### src/rtl/divstep_pkg.sv
package divstep_pkg;
   typedef enum logic [1:0] {
      OP_USETUP = 2'b00,
      OP_SSETUP = 2'b01,
      OP_STEP   = 2'b10,
      OP_RUN    = 2'b11
   } divop_e;
endpackage

### src/rtl/divstep_alu.sv
module divstep_alu #(
   parameter int W         = 32,
   parameter bit ONE_ADDER = 1'b1
) (
   input  logic [W-1:0] rem_i,
   input  logic [W-1:0] dvsr_i,
   input  logic         q_i,
   input  logic         m_i,
   input  logic         t_i,
   output logic [W-1:0] rem_o,
   output logic         q_o,
   output logic         t_o
);
   localparam int XW = W + 1;

   logic [XW-1:0] shifted;
   logic [XW-1:0] result;
   logic          do_sub;

   assign shifted = {1'b0, rem_i[W-2:0], t_i};
   assign do_sub  = (q_i == m_i);

   generate
      if (ONE_ADDER) begin : g_shared
         logic [XW-1:0] addend;
         assign addend = do_sub ? ~{1'b0, dvsr_i} : {1'b0, dvsr_i};
         assign result = shifted + addend + {{(XW-1){1'b0}}, do_sub};
      end else begin : g_dual
         logic [XW-1:0] diff;
         logic [XW-1:0] sum;
         assign diff   = shifted - {1'b0, dvsr_i};
         assign sum    = shifted + {1'b0, dvsr_i};
         assign result = do_sub ? diff : sum;
      end
   endgenerate

   assign rem_o = result[W-1:0];
   assign q_o   = rem_i[W-1] ^ m_i ^ result[W];
   assign t_o   = ~(q_o ^ m_i);
endmodule

### src/rtl/divstep_seq.sv
module divstep_seq #(
   parameter int CW      = 6,
   parameter bit HAS_SEQ = 1'b1
) (
   input  logic          clk,
   input  logic          rst_n,
   input  logic          start,
   input  logic          clear,
   input  logic [CW-1:0] count_in,
   output logic          busy,
   output logic          done
);
   generate
      if (HAS_SEQ) begin : g_seq
         logic [CW-1:0] left;
         logic          busy_q;
         logic          done_q;

         always_ff @(posedge clk) begin
            if (!rst_n) begin
               left   <= '0;
               busy_q <= 1'b0;
               done_q <= 1'b0;
            end else if (start) begin
               left   <= count_in;
               busy_q <= (count_in != '0);
               done_q <= (count_in == '0);
            end else if (busy_q) begin
               left <= left - 1'b1;
               if (left == CW'(1)) begin
                  busy_q <= 1'b0;
                  done_q <= 1'b1;
               end
            end else if (clear) begin
               done_q <= 1'b0;
            end
         end

         assign busy = busy_q;
         assign done = done_q;

         AST_LEFT_NONZERO: assert property (@(posedge clk) disable iff (!rst_n)
            busy_q |-> (left != '0));
         AST_RUN_FINISH: assert property (@(posedge clk) disable iff (!rst_n)
            (busy_q && left == CW'(1)) |=> (done_q && !busy_q));
      end else begin : g_noseq
         assign busy = 1'b0;
         assign done = 1'b0;
      end
   endgenerate
endmodule

### src/rtl/divstep_unit.sv
module divstep_unit
   import divstep_pkg::*;
#(
   parameter int W         = 32,
   parameter int CW        = 6,
   parameter bit HAS_SEQ   = 1'b1,
   parameter bit ONE_ADDER = 1'b1
) (
   input  logic          clk,
   input  logic          rst_n,
   input  logic          cmd_valid,
   input  logic [1:0]    cmd_op,
   input  logic [W-1:0]  rn_in,
   input  logic [W-1:0]  rm_in,
   input  logic [CW-1:0] run_count,
   output logic [W-1:0]  rem_out,
   output logic          q_out,
   output logic          m_out,
   output logic          t_out,
   output logic          busy,
   output logic          done
);
   localparam int MSB = W - 1;

   generate
      if (W < 2) begin : g_bad_width
         $error("divstep_unit: W must be at least 2");
      end
      if (CW < 1) begin : g_bad_count
         $error("divstep_unit: CW must be at least 1");
      end
   endgenerate

   divop_e        op;
   logic          accept;
   logic          start_run;
   logic          clear_done;
   logic [W-1:0]  rem_q;
   logic [W-1:0]  dvsr_q;
   logic          q_q, m_q, t_q;
   logic [W-1:0]  src_rem, src_dvsr;
   logic [W-1:0]  alu_rem;
   logic          alu_q, alu_t;

   assign op         = divop_e'(cmd_op);
   assign accept     = cmd_valid && !busy;
   assign start_run  = accept && (op == OP_RUN) && HAS_SEQ;
   assign clear_done = accept && (op != OP_RUN);

   assign src_rem  = busy ? rem_q  : rn_in;
   assign src_dvsr = busy ? dvsr_q : rm_in;

   divstep_alu #(.W(W), .ONE_ADDER(ONE_ADDER)) u_alu (
      .rem_i (src_rem),
      .dvsr_i(src_dvsr),
      .q_i   (q_q),
      .m_i   (m_q),
      .t_i   (t_q),
      .rem_o (alu_rem),
      .q_o   (alu_q),
      .t_o   (alu_t)
   );

   divstep_seq #(.CW(CW), .HAS_SEQ(HAS_SEQ)) u_seq (
      .clk     (clk),
      .rst_n   (rst_n),
      .start   (start_run),
      .clear   (clear_done),
      .count_in(run_count),
      .busy    (busy),
      .done    (done)
   );

   always_ff @(posedge clk) begin
      if (!rst_n) begin
         rem_q  <= '0;
         dvsr_q <= '0;
         q_q    <= 1'b0;
         m_q    <= 1'b0;
         t_q    <= 1'b0;
      end else if (busy) begin
         rem_q <= alu_rem;
         q_q   <= alu_q;
         t_q   <= alu_t;
      end else if (accept) begin
         unique case (op)
            OP_USETUP: begin
               rem_q <= rn_in;
               q_q   <= 1'b0;
               m_q   <= 1'b0;
               t_q   <= 1'b0;
            end
            OP_SSETUP: begin
               rem_q <= rn_in;
               q_q   <= rn_in[MSB];
               m_q   <= rm_in[MSB];
               t_q   <= rn_in[MSB] ^ rm_in[MSB];
            end
            OP_STEP: begin
               rem_q <= alu_rem;
               q_q   <= alu_q;
               t_q   <= alu_t;
            end
            OP_RUN: begin
               if (start_run) begin
                  rem_q  <= rn_in;
                  dvsr_q <= rm_in;
               end
            end
            default: ;
         endcase
      end
   end

   assign rem_out = rem_q;
   assign q_out   = q_q;
   assign m_out   = m_q;
   assign t_out   = t_q;

   AST_USETUP_CLEARS: assert property (@(posedge clk) disable iff (!rst_n)
      (accept && op == OP_USETUP) |=> (!q_out && !m_out && !t_out));
   AST_SSETUP_SIGNS: assert property (@(posedge clk) disable iff (!rst_n)
      (accept && op == OP_SSETUP) |=> (q_out == $past(rn_in[MSB]) && m_out == $past(rm_in[MSB])
                                      && t_out == (q_out ^ m_out)));
   AST_STEP_KEEPS_M: assert property (@(posedge clk) disable iff (!rst_n)
      (busy || (accept && op == OP_STEP)) |=> $stable(m_out));
   AST_STEP_T_REL: assert property (@(posedge clk) disable iff (!rst_n)
      (busy || (accept && op == OP_STEP)) |=> (t_out == !(q_out ^ m_out)));
   AST_IDLE_HOLD: assert property (@(posedge clk) disable iff (!rst_n)
      (!busy && !cmd_valid) |=> ($stable(rem_out) && $stable({q_out, m_out, t_out})));
   AST_DONE_HOLD: assert property (@(posedge clk) disable iff (!rst_n)
      (done && !cmd_valid) |=> (done && $stable(rem_out)));
   AST_BUSY_IGNORE: assert property (@(posedge clk) disable iff (!rst_n)
      (busy && cmd_valid) |=> $stable(m_out));
   AST_DONE_NOT_BUSY: assert property (@(posedge clk) disable iff (!rst_n)
      done |-> !busy);
endmodule

### config.mk
export PLATFORM = sky130hd
export DESIGN_NAME = divstep_unit
export DESIGN_NICKNAME = d
export VERILOG_FILES = /design/src/rtl/divstep_pkg.sv /design/src/rtl/divstep_alu.sv /design/src/rtl/divstep_seq.sv /design/src/rtl/divstep_unit.sv
export SDC_FILE = /design/constraint.sdc
export NUM_CORES = 1
export LEC_CHECK = 0
export ABC_AREA = 1
export BUFFER_PORTS_ARGS = -buffer_cell sky130_fd_sc_hd__buf_4
export CAP_MARGIN = 20
export CORE_MARGIN = 2
export CORE_UTILIZATION = 55
export DETAILED_ROUTE_END_ITERATION = 8
export PLACE_DENSITY_LB_ADDON = 0.15
export SLEW_MARGIN = 20
export SYNTH_ARGS = -nofsm -noshare
export SYNTH_HDL_FRONTEND = slang
export SYNTH_SLANG_ARGS = --single-unit
export TNS_END_PERCENT = 1
### constraint.sdc
create_clock -name clk -period 3.6 [get_ports clk]
set_input_delay 0.54 -clock clk [delete_from_list [all_inputs] [get_ports clk]]
set_output_delay 0.54 -clock clk [all_outputs]
set_load 0.1 [all_outputs]
==> flow_metrics.tcl <==
set metrics [dict create \
    clk_pin_slew_ns 0.07 \
    synth_top_area_frac 0.236 \
    cap_violations 0 \
    rr_endpoint "rem_out[27]" \
    totalWireLength_um 18300 \
    synth_edf_count 0 \
    total_power_w 0.00403 \
    synth_top_family_by_area "simple AND/OR/NAND/NOR gates" \
    grt_pass1_vias 6078 \
    met3WireLength_um 1230 \
    layout-drive-gt1-share 0.168 \
    end_kind "flip-flop" \
    multi_input_area_um2 4210 \
    synth_common_cells "nand2_1 (236), a21oi_1 (126), inv_1 (125)" \
    ant_nets 0 \
    place_ws_ns 0.561 \
    crit_fanout 40 \
    regToRegSetupSlack_ns 0.53 \
    synth.largest_area_cell "dfxtp_1" \
    post-synth-top-count-cell "nand2_1" \
    slew-limit-headroom 0.361 \
    synth_compound_gate_area_share 0.258 \
    ios 112 \
    dr_wl_met2_um 7970 \
    crit_type "flip-flop to flip-flop" \
    async_flop_share 0 \
    synth_mux_area_frac 0.00157 \
    hold_depth 2 \
    hold_path_end "dvsr_q[11]" \
    ff_latch_area_um2 1500 \
    htree_levels 3 \
    fin_skew_ns 0.00859 \
    die_x_um 112 \
    routed_via_density 5.41 \
    cp.required_ns 3.82 \
    min_path_type "flip-flop to flip-flop" \
    synth-simple-area-share 0.265 \
    peakVddDrop_mv 0.309 \
    rsz0062_at_grt "no" \
    insertion_delay_ns 0.35 \
    syn-num-nets 1135 \
    post-route-cell-area_um2 7640 \
    die_area_um2 12500 \
    worstHoldStart "dvsr_q[11]" \
    synth.distinct_cells 52 \
    synth_area_um2 6370 \
    antenna_found_initial 0 \
    portBuffers 111 \
    core-area_um2 11400 \
    synth_seq_cells 75 \
    synthAdderAreaFrac 0.0758 \
    syn_to_final_growth_pct 19.9 \
    finalWorstSetupSlack_ns 0.529 \
    routabilityCongestion 0.924 \
    clockRootBuffer "clkbuf_16" \
    ys_seq_area_frac 0.236 \
    worstReg2RegStart "u_seq.busy" \
    start_util 0.560 \
    reg2regPathDepth 15 \
    dpl_cell_area_um2 7310 \
    cts_setup_buffers 0 \
    cts_tree "done" \
    fin_nets 1224 \
    nFillCells 1090 \
    dr.first_iter.drc_count 507 \
    worstPathArrival_ns 3.29 \
    fin_util 0.672 \
    grt_pass1_wl_um 30000 \
    post-route-period-util 0.853 \
    topRoutingLayerUsed "met4" \
    p_leak_nw 3.52 \
    finalHoldViolations 0 \
    fp-row-count 39 \
    dr.pass1.iters 4 \
    timing.setup.tns_ns 0 \
    num_vias 6817 \
    drc 0 \
    yosys_warnings 0 \
    diodes 0 \
    crit_start "u_seq.busy" \
    powerDensity_nw_per_um2 527 \
    fp.dieH_um 112 \
    cts-resized-gates 0 \
    grt_usage 0.297 \
    synthXorXnorAreaFrac 0.0591 \
    tightest_slew_ns 0.953 \
    maxSlewViolCount 0 \
    ys_top_cells_by_area "dfxtp_1 (24%), nand2_1 (14%), a21oi_1 (9.9%), o21ai_0 (9.7%), inv_1 (7.4%)" \
    startpoint_type "flip-flop" \
    synthCells 1022 \
    clock-sinks 75 \
    cts_buffers 9 \
    clk_path_buf_depth 2 \
    synth_ff_type "dfxtp_1" \
    hpwl_um 13800 \
    cts_hold_buf 0 \
    avgSynthCellArea_um2 6.24 \
    avgRoutedWirePerCell_um 14.5 \
    grt_start_max_net_pins 68 \
    fmax_mhz 326 \
    fin_crit_ns 3.07 \
    setup_viol 0 \
    routedLengthMet1_um 8680 \
    grt_overflow 0 \
    status "finished clean" \
]
-- critical path, cell delays in order, from the launching register on --
cell,delay [ns]
dfxtp_2,0.32
inv_2,0.26
buf_12,0.24
o21ai_0,0.11
xnor2_1,0.32
ha_1,0.34
inv_1,0.11
o21bai_1,0.12
nor2_1,0.30
o21ai_0,0.19
a21boi_0,0.18
nand2_1,0.11
nand2_1,0.07
nand2_1,0.04
o21ai_1,0.15
a21oi_1,0.07
-- cell usage in the layout, fill, tap and decap left out, drive strengths merged, types with 2 or more instances in the layout --
master and count:
nor2 62, nand3 39, nand3b 2, o21bai 7
a21o 6, dfxtp 75, a31oi 5, xor2 12
or2 4, ha 37, nor3 12, buf 121
nor4 2, xnor2 31, nand2 259, a21boi 4
nand4 3, and2 2, clkinv 3, bufinv 2
a21oi 136, o211ai 4, o21ai 133, clkbuf 11
inv 132
-- power breakdown --
| part | total, W | switching (W) | internal (W) |
|---|---|---|---|
| combinational | 0.00205 | 0.00141 | 0.000646 |
| sequential | 0.000952 | 0.0000485 | 0.000904 |
| clock | 0.00102 | 0.000392 | 0.000631 |
-- cell type report --
class	count	share of cell area
repair buffers	121	0.121
inverters	133	0.0654
well taps	143	0.0234
multi-input cells	771	0.551
clock buffers	11	0.0318
flip-flops and latches	75	0.197
clock inverters	5	0.0111
-- per-stage QoR --
step	instances	hold slack, ns
after floorplan	1022	0.425
after global placement	1243	0.434
after detailed placement	1243	0.438
after CTS	1259	0.448
after global routing	1259	0.466
final	1259	0.447
-- kinds of logic (layout without fill, tap and decap cells) --
logic type | after synthesis | in the layout
xor+xnor | 43 | 43
flops | 75 | 75
simple gates | 387 | 387
compound gates | 302 | 302
mux | 1 | 1
buf+inv | 176 | 270
fa+ha+maj | 38 | 38
-- registers in the layout, summed over array words and instances, names as in the netlist --
name              flops
u_seq.g_seq.left      6
dvsr_q               32
t_out                 1
q_out                 1
m_out                 1
rem_out              32
u_seq.busy            1
u_seq.done            1
-- how the worst max path moves through the flow --
stage | endpoint | slack (ns) | cells past startpoint
floorplan | t_out | 0.12 | 18
global placement | rem_out[27] | 0.57 | 13
detailed placement | rem_out[20] | 0.56 | 19
CTS | rem_out[26] | 0.53 | 20
global route | t_out | 0.24 | 21
finish | rem_out[27] | 0.53 | 15
-- per-layer routing --
metal  up-vias  track usage
met4         0       0.0955
met5         -            0
met1      3041        0.434
met2       224        0.449
li1       3520            -
met3        32       0.0452
(Power assumes the default switching activity.)
